**src/rtl/wbx_pkg.sv**
```systemverilog
// Shared types for the crossbar.
// Assumes: nothing beyond IEEE 1800-2017.
package wbx_pkg;
    typedef enum logic {ARB_FIXED = 1'b0, ARB_ROUND = 1'b1} arb_mode_e;
endpackage

```
**src/rtl/wbx_decode.sv**
```systemverilog
// Address decoder for one initiator port. It checks every base/mask pair
// and returns a one-hot target select, lowest index first.
// Assumes: the ranges come from parameters; miss is qualified by cyc & stb.
module wbx_decode #(
    parameter int AW   = 16,
    parameter int N_DN = 2,
    parameter logic [N_DN*AW-1:0] BASE = '0,
    parameter logic [N_DN*AW-1:0] MASK = '0
) (
    input  logic            cyc,
    input  logic            stb,
    input  logic [AW-1:0]   adr,
    output logic [N_DN-1:0] hit,
    output logic            miss
);
    logic taken;

    // First matching range claims the address.
    always_comb begin
        hit   = '0;
        taken = 1'b0;
        for (int j = 0; j < N_DN; j++) begin
            if (!taken && ((adr & MASK[j*AW +: AW]) == BASE[j*AW +: AW])) begin
                hit[j] = 1'b1;
                taken  = 1'b1;
            end
        end
        miss = cyc && stb && !taken;
    end
endmodule

```
**src/rtl/wbx_arb.sv**
```systemverilog
// Arbiter for one target port. It holds the owner while the owner keeps its
// cycle signal high. The policy is fixed (low index first) or rotating
// (pointer steps by one at each grant).
// Assumes: req already includes cyc, stb and the address decode.
module wbx_arb import wbx_pkg::*; #(
    parameter int        N_UP = 3,
    parameter arb_mode_e ARB  = ARB_FIXED,
    localparam int       IW   = (N_UP > 1) ? $clog2(N_UP) : 1
) (
    input  logic            clk,
    input  logic            rst_n,
    input  logic [N_UP-1:0] req,
    input  logic [N_UP-1:0] cyc,
    output logic            busy,
    output logic [IW-1:0]   owner
);
    logic [IW-1:0]   ptr;
    logic [IW-1:0]   win;
    logic            found;
    logic [N_UP-1:0] req_q;
    logic [N_UP-1:0] low_mask;

    // Search for a requester, starting at the pointer and wrapping around.
    always_comb begin
        found = 1'b0;
        win   = '0;
        for (int k = 0; k < N_UP; k++) begin
            int idx;
            idx = int'(ptr) + k;
            if (idx >= N_UP) idx = idx - N_UP;
            if (!found && req[idx]) begin
                found = 1'b1;
                win   = IW'(idx);
            end
        end
    end

    // Ownership: grant when idle, release when the owner's cycle drops.
    always_ff @(posedge clk) begin
        if (!rst_n) begin
            busy  <= 1'b0;
            owner <= '0;
            ptr   <= '0;
        end else if (busy) begin
            if (!cyc[owner]) busy <= 1'b0;
        end else if (found) begin
            busy  <= 1'b1;
            owner <= win;
            if (ARB == ARB_ROUND)
                ptr <= (ptr == IW'(N_UP - 1)) ? '0 : ptr + 1'b1;
        end
    end

    // Copy of the last cycle's requests, used only by the assertions.
    always_ff @(posedge clk) begin
        if (!rst_n) req_q <= '0;
        else        req_q <= req;
    end

    // Initiators with a lower index than the current owner.
    always_comb begin
        for (int i = 0; i < N_UP; i++) low_mask[i] = (i < int'(owner));
    end

    AST_HOLD_OWNER: assert property (@(posedge clk) disable iff (!rst_n) (busy && cyc[owner]) |=> (busy && $stable(owner)));
    AST_RELEASE: assert property (@(posedge clk) disable iff (!rst_n) (busy && !cyc[owner]) |=> !busy);
    AST_GRANT_HAD_REQ: assert property (@(posedge clk) disable iff (!rst_n) $rose(busy) |-> req_q[owner]);

    generate
        if (ARB == ARB_FIXED) begin : g_fixed_chk
            AST_FIXED_LOWEST: assert property (@(posedge clk) disable iff (!rst_n) $rose(busy) |-> ((req_q & low_mask) == '0));
        end else begin : g_round_chk
            AST_RR_ADVANCE: assert property (@(posedge clk) disable iff (!rst_n) $rose(busy) |-> (ptr == IW'((int'($past(ptr)) + 1) % N_UP)));
            AST_RR_STILL: assert property (@(posedge clk) disable iff (!rst_n) !$rose(busy) |-> $stable(ptr));
        end
    endgenerate
endmodule

```
**src/rtl/wbx_crossbar.sv**
```systemverilog
// Crossbar between N_UP initiators and N_DN targets. Each initiator has a
// decoder. Each target has an arbiter. Request and response multiplexers
// follow the arbiter owners. Unmatched addresses get a one-clock local error.
// Assumes: a single clock; initiators hold cyc for the whole block transfer.
module wbx_crossbar import wbx_pkg::*; #(
    parameter int        N_UP = 3,
    parameter int        N_DN = 2,
    parameter int        AW   = 16,
    parameter int        DW   = 32,
    parameter arb_mode_e ARB  = ARB_FIXED,
    parameter logic [N_DN*AW-1:0] DN_BASE = {16'h0000, 16'h0000},
    parameter logic [N_DN*AW-1:0] DN_MASK = {16'hC000, 16'hF000},
    localparam int       SW   = DW / 8,
    localparam int       IW   = (N_UP > 1) ? $clog2(N_UP) : 1
) (
    input  logic               clk,
    input  logic               rst_n,
    input  logic [N_UP-1:0]    up_cyc_i,
    input  logic [N_UP-1:0]    up_stb_i,
    input  logic [N_UP-1:0]    up_we_i,
    input  logic [N_UP*SW-1:0] up_sel_i,
    input  logic [N_UP*AW-1:0] up_adr_i,
    input  logic [N_UP*DW-1:0] up_dat_i,
    output logic [N_UP*DW-1:0] up_dat_o,
    output logic [N_UP-1:0]    up_ack_o,
    output logic [N_UP-1:0]    up_err_o,
    output logic [N_DN-1:0]    dn_cyc_o,
    output logic [N_DN-1:0]    dn_stb_o,
    output logic [N_DN-1:0]    dn_we_o,
    output logic [N_DN*SW-1:0] dn_sel_o,
    output logic [N_DN*AW-1:0] dn_adr_o,
    output logic [N_DN*DW-1:0] dn_dat_o,
    input  logic [N_DN*DW-1:0] dn_dat_i,
    input  logic [N_DN-1:0]    dn_ack_i,
    input  logic [N_DN-1:0]    dn_err_i
);
    logic [N_DN-1:0] hit   [N_UP];
    logic [N_UP-1:0] miss;
    logic [N_UP-1:0] err_q;
    logic [N_UP-1:0] req   [N_DN];
    logic            busy  [N_DN];
    logic [IW-1:0]   owner [N_DN];

    genvar gi, gj;
    generate
        for (gi = 0; gi < N_UP; gi++) begin : g_dec
            wbx_decode #(.AW(AW), .N_DN(N_DN), .BASE(DN_BASE), .MASK(DN_MASK)) u_dec (
                .cyc (up_cyc_i[gi]),
                .stb (up_stb_i[gi]),
                .adr (up_adr_i[gi*AW +: AW]),
                .hit (hit[gi]),
                .miss(miss[gi])
            );
            AST_ACK_ACTIVE: assert property (@(posedge clk) disable iff (!rst_n) up_ack_o[gi] |-> (up_cyc_i[gi] && up_stb_i[gi]));
        end
        for (gj = 0; gj < N_DN; gj++) begin : g_arb
            wbx_arb #(.N_UP(N_UP), .ARB(ARB)) u_arb (
                .clk  (clk),
                .rst_n(rst_n),
                .req  (req[gj]),
                .cyc  (up_cyc_i),
                .busy (busy[gj]),
                .owner(owner[gj])
            );
            AST_STB_IN_CYC: assert property (@(posedge clk) disable iff (!rst_n) dn_stb_o[gj] |-> dn_cyc_o[gj]);
        end
    endgenerate

    // Build each target's request vector from the decoded strobes.
    always_comb begin
        for (int j = 0; j < N_DN; j++)
            for (int i = 0; i < N_UP; i++)
                req[j][i] = up_cyc_i[i] && up_stb_i[i] && hit[i][j];
    end

    // Local error: one clock per unmatched strobe.
    always_ff @(posedge clk) begin
        if (!rst_n) err_q <= '0;
        else        err_q <= miss & ~err_q;
    end

    // Request direction: each target follows its owner's signals.
    always_comb begin
        dn_cyc_o = '0;
        dn_stb_o = '0;
        dn_we_o  = '0;
        dn_sel_o = '0;
        dn_adr_o = '0;
        dn_dat_o = '0;
        for (int j = 0; j < N_DN; j++) begin
            int o;
            o = int'(owner[j]);
            if (busy[j]) begin
                dn_cyc_o[j]           = up_cyc_i[o];
                dn_stb_o[j]           = up_stb_i[o] && hit[o][j];
                dn_we_o[j]            = up_we_i[o];
                dn_sel_o[j*SW +: SW]  = up_sel_i[o*SW +: SW];
                dn_adr_o[j*AW +: AW]  = up_adr_i[o*AW +: AW];
                dn_dat_o[j*DW +: DW]  = up_dat_i[o*DW +: DW];
            end
        end
    end

    // Response direction: each initiator hears only the target it owns.
    always_comb begin
        up_ack_o = '0;
        up_err_o = err_q;
        up_dat_o = '0;
        for (int i = 0; i < N_UP; i++) begin
            for (int j = 0; j < N_DN; j++) begin
                if (busy[j] && (int'(owner[j]) == i) && hit[i][j]) begin
                    up_ack_o[i]          = up_ack_o[i] | dn_ack_i[j];
                    up_err_o[i]          = up_err_o[i] | dn_err_i[j];
                    up_dat_o[i*DW +: DW] = dn_dat_i[j*DW +: DW];
                end
            end
        end
    end
endmodule

```
**config.mk**
```make
export PLATFORM = sky130hd
export DESIGN_NAME = wbx_crossbar
export DESIGN_NICKNAME = d
export VERILOG_FILES = /design/src/rtl/wbx_pkg.sv /design/src/rtl/wbx_decode.sv /design/src/rtl/wbx_arb.sv /design/src/rtl/wbx_crossbar.sv
export SDC_FILE = /design/constraint.sdc
export NUM_CORES = 1
export LEC_CHECK = 0
export ABC_AREA = 0
export BUFFER_PORTS_ARGS = -buffer_cell sky130_fd_sc_hd__buf_4
export CAP_MARGIN = 0
export CORE_AREA = 2 2 175 177
export DETAILED_ROUTE_END_ITERATION = 8
export DIE_AREA = 0 0 177 179
export PLACE_DENSITY = 0.45
export SYNTH_ARGS = -nofsm -noshare
export SYNTH_HDL_FRONTEND = slang
export SYNTH_SLANG_ARGS = --single-unit
export TNS_END_PERCENT = 30
```
**constraint.sdc**
```tcl
create_clock -name clk -period 4.13 [get_ports clk]
set_clock_uncertainty 0.05 [all_clocks]
set_input_delay 0.2065 -clock clk [delete_from_list [all_inputs] [get_ports clk]]
set_output_delay 0.2065 -clock clk [all_outputs]
set_load 0.01 [all_outputs]
```
# ---- Yosys cells after proc, flatten, opt, wreduce, memory -nomap -nowiden
# Cells that the tools add are included.
dict set report op_classes {
  bitwise 15
  muxes 75
  shift 6
  reduce_logical 53
  n_eq_ne 4
  n_lt_le_gt_ge 6
}
# op n
set op_table {}
lappend op_table {{32-bit 2-to-1 mux} 8}
lappend op_table {{96-bit by 8-bit variable part select with 32-bit output} 2}
lappend op_table {{16-bit zero test} 6}
lappend op_table {{48-bit by 7-bit variable part select with 16-bit output} 2}
lappend op_table {{32-bit by 3-bit greater-or-equal comparator with 1-bit output (second input constant)} 2}
lappend op_table {{2-bit NOT with 32-bit output} 2}
lappend op_table {{1-bit 2-to-1 mux} 51}
lappend op_table {{1-bit logical AND} 33}
lappend op_table {{16-bit 2-to-1 mux} 2}
lappend op_table {{12-bit by 5-bit variable part select with 4-bit output} 2}
lappend op_table {{1-bit binary-select mux with 2-bit select} 6}
lappend op_table {{2-bit by 3-bit < comparator with 1-bit output (second input constant)} 4}
lappend op_table {{1-bit zero test} 10}
lappend op_table {{1-bit OR} 9}
lappend op_table {{2-bit binary-select mux with 2-bit select} 2}
lappend op_table {{2-bit equality test (second input constant)} 4}
lappend op_table {{2-bit 2-to-1 mux} 4}
lappend op_table {{4-bit 2-to-1 mux} 2}
lappend op_table {{2-bit zero test} 2}
lappend op_table {{2-bit AND reduction} 2}
lappend op_table {{3-bit AND} 1}
lappend op_table {{3-bit NOT} 1}
lappend op_table {{1-bit NOT} 2}
dict set report totals {
  elab_cells 164
  regBits 9
}

# ---- Depth between registers and ports, before layout
dict set report depth {
  ltp_word 15
  depth_mapped 8
  depth_no_buf 4
}

# ---- By module
# A second synthesis with hierarchy kept.
dict set report hier_totals {
  cells_unflattened 593
  hier_area_um2 4742.0
}
# module cells_per_inst area_each_um2 instances
set by_module_without_submodules {}
lappend by_module_without_submodules {wbx_crossbar 543 4360.4 1}
lappend by_module_without_submodules {wbx_arb 19 143.9 2}
lappend by_module_without_submodules {wbx_decode 4 31.3 3}

# ---- Least setup slack after synthesis
# No wires, ideal clock.
dict set report synth_path {
  path_kind {reg2out}
  from {reg g_arb[0].u_arb.owner[0]}
  to {out dn_dat_o[12]}
  path_stages_with_launch 7
  path_slack_ps 2541
  t_arrival_ps 1332
  path_buffers 3
  path_cell_list {dfxtp_1 -> buf_2 -> buf_2 -> buf_4 -> mux2i_1 -> o21ai_1 -> and2_1}
}
dict set report synth_between {
  elab_chain_cells 2
}
# item line_no
set synth_rtl {}
lappend synth_rtl {{from (decl)} wbx_arb.sv:15} ;# output logic [IW-1:0] owner
lappend synth_rtl {{from (signal assigned)} wbx_arb.sv:48} ;# owner <= win;
lappend synth_rtl {{96-bit by 8-bit variable part select with 32-bit output} wbx_crossbar.sv:99} ;# dn_dat_o[j*DW +: DW] = up_dat_i[o*DW +: DW];
lappend synth_rtl {{32-bit 2-to-1 mux} wbx_crossbar.sv:93} ;# if (busy[j]) begin
lappend synth_rtl {{to (decl)} wbx_crossbar.sv:32} ;# output logic [N_DN*DW-1:0] dn_dat_o,
# No other way between the ends.

# ---- Final worst setup path
dict set report layout_path {
  from {reg g_arb[1].u_arb.owner[1]}
  to {out dn_sel_o[7]}
}
dict set report layout_between {
  elab_chain_cells 2
}
# item line_no
set layout_rtl {}
lappend layout_rtl {{from (decl)} wbx_arb.sv:15}
lappend layout_rtl {{from (signal assigned)} wbx_arb.sv:48}
lappend layout_rtl {{12-bit by 5-bit variable part select with 4-bit output} wbx_crossbar.sv:97} ;# dn_sel_o[j*SW +: SW] = up_sel_i[o*SW +: SW];
lappend layout_rtl {{4-bit 2-to-1 mux} wbx_crossbar.sv:93}
lappend layout_rtl {{to (decl)} wbx_crossbar.sv:30} ;# output logic [N_DN*SW-1:0] dn_sel_o,
# No other way between the ends.

==> impl_metrics.toml <==
[power]
total_leakage_power_nw = 3.72
power_density_nw_per_um2 = 97.7
peakVddDrop_uv = 97.3
sw_frac_of_total_pct = 37.9
p_switching_mw = 0.303
clockPowerShare_pct = 21.8
intPower_mw = 0.496
comb_power_share_pct = 65.9
total_power_mw = 0.799
seqPwrFrac_pct = 12.4

[cts]
path_clk_slew_ps = 40
post_cts_buffers = 0
clkLatencyLatePin_ps = 240
post_cts_resize_count = 0
htree_levels = 1
cts_made_buffers = 3
tritoncts = "yes"
ctsHoldBuffers = 0
cts.sinks = 9
clockRootBuffer = "clkbuf_16"
clk_path_buf_depth = 2

[critical_path]
worstPathCellList = "buf_4 > mux2i_1 > nor2_1 > a21oi_1 > nor2_1 > buf_4"
r2r-end = "g_arb[1].u_arb.busy"
cp_slowest_cell = "dfxtp_4"
critPathRequiredTime_ps = 3870
cp_num_buf_inv = 2
end_kind = "output pin"
path_class = "flop to output pin"
slowest_delay_ps = 720
r2r_cells = 4
r2r_slack_ps = 2090
cp_data_arrival_time_ps = 2360
crit_path_start_kind = "flop"
critical_path_peak_fanout = 30
crit_family = "buffers and inverters"
worstReg2RegStart = "g_arb[1].u_arb.owner[1]"

[run_status]
status = "completed"

[sta]
setup_viol = 0
period_needed_ps = 2620
finalHoldViolCount = 0
worstMarginPinSlew_ps = 877
whs_ps = 209
finalWorstSetupSlack_ps = 1510
fmax_mhz = 382
slew_headroom_pct = 41.6
rsz0062_at_grt = "no"
fin_crit_sh_pct = 63.4
fin_tns_setup_ps = 0
final_max_slew_viol_count = 0

[logic_synthesis]
async_flop_share_pct = 0
synthCells = 677
ys_ff_latch = 9
yosysSeqAreaShare_pct = 4.00
ys.flop_type = "dfxtp_1"
yosysTopAreaCell = "mux2i_1"
yosys_warnings = 0
syn-num-nets = 912
yosys-top-cells-area = "mux2i_1, a22o_1, nor2_1, and2_1, o21ai_1"
synth_edf_count = 0
synth.distinct_cells = 41
synth_area_per_cell_um2 = 6.65
yosys.area.top_type_share_pct = 24.0
syn-cell-area_um2 = 4500

[global_routing]
grt-ovfl-total = 0
grt_antenna_before_repair = 0
track_usage_pct = 16.8
grt_pass1_wl_um = 41100
first_global_vias = 6896
grt_max_degree = 57

[worst_hold_path]
whs_endpoint = "err_q[0]"
hold_depth = 3
hold_class = "input port to flop"
hold_start = "up_stb_i[0]"

[floorplan]
num_io_pins = 447
core_area_um2 = 30000
start_util_pct = 15.0
dieWidth_um = 177
die_h_um = 179
std_cell_rows = 64
die-area_um2 = 31700

[detailed_routing]
drt_first_pass_iters = 5
wl_per_cell_um = 19.9
wl_um = 29200
num_vias = 6866
route.antenna.remaining_nets = 0
drc = 0
viasPerCell = 4.68
first_iter_violations = 238

[final_layout]
layout.core_utilization_pct = 27.2
antennaDiodeCount = 0
mostFrequentLayoutCells = "buf_4, nor2_1, mux2i_1"
final_cell_area_um2 = 8170
drive_above_1_share_pct = 44.9
syn_to_final_growth_pct = 81.6
stdcell_count = 1468
nets = 1308
layout_commonest_cell = "buf_4"

[flow_run]
max-cap-violations = 0

[placed_design]
dp_slack_ps = 1720
dp.cells = 1464
port_buffers = 446
place_hpwl_um = 22300
place.gp.congestion = 0.875
postPlaceCellArea_um2 = 8100
==> tightest hold or removal path: cells and delay by family <==
kind	cells	cell delay, ps
AND/OR/NAND/NOR	2	120
buffers and inverters	1	120
==> layout make-up <==
cell class,count,area (µm²)
Fill cell,3407,21900
Multi-Input combinational cell,596,3920
Timing Repair Buffer,462,3480
Tap cell,396,495
Sequential cell,9,191
Clock buffer,4,78.8
Inverter,1,3.75
==> power by group through the flow <==
stage,registers (mW),clock network [mW],logic [mW]
4_1_cts,0.0990,0.176,0.532
5_1_grt,0.100,0.183,0.574
3_5_place_dp,0.100,0,0.530
2_1_floorplan,0.0930,0,0.198
6_report,0.0986,0.174,0.526
3_3_place_gp,0.101,0,0.530
==> cells by family after synthesis <==
group,synth area share [%]
muxes,24.0
AOI/OAI and AO/OA,35.1
and+or+nand+nor,27.7
DFF,4.00
buffers and inverters,9.23
==> cells in the mapped netlist (2+ instances only) <==
cell         n
nor2_1     114
buf_1        2
a221o_1      3
o221a_1      2
and4b_1      2
nor2b_1      2
nand3_1      4
nor3b_1      2
nand2_1     66
buf_6        9
a32oi_1      2
buf_2       23
o21ai_1     56
buf_4       13
clkbuf_1    24
dfxtp_1      9
o211a_1      2
o21ai_0      4
mux2i_1    108
and2_1      55
a22o_1     100
o2111ai_1    2
a21oi_1     55
==> metal layers <==
| layer | track usage [%] | part of all wire (%) | vias to the layer above |
|---|---|---|---|
| met2 | 32.1 | 51 | 335 |
| li1 | - | - | 3243 |
| met5 | 0 | 0 | - |
| met3 | 3.65 | 7.8 | 30 |
| met4 | 4.75 | 2.4 | 0 |
| met1 | 18.5 | 39 | 3258 |
==> flip-flops by register name (all words and copies together) (netlist names) <==
signal / count
err_q: 3
g_arb.u_arb.busy: 2
g_arb.u_arb.owner: 4
==> how the worst max path moves through the flow <==
stage	from	end	slack (ps)	depth (start not counted)
6_report	g_arb[1].u_arb.owner[1]	dn_sel_o[7]	1510	6
4_1_cts	g_arb[1].u_arb.owner[1]	dn_sel_o[7]	1460	6
3_5_place_dp	up_adr_i[30]	up_dat_o[43]	1720	6
5_1_grt	g_arb[1].u_arb.owner[1]	dn_sel_o[7]	1340	6
3_3_place_gp	g_arb[1].u_arb.owner[1]	dn_sel_o[7]	1680	6
2_1_floorplan	g_arb[0].u_arb.owner[0]	dn_dat_o[12]	2540	6
Power figures use the tool's default switching activity.
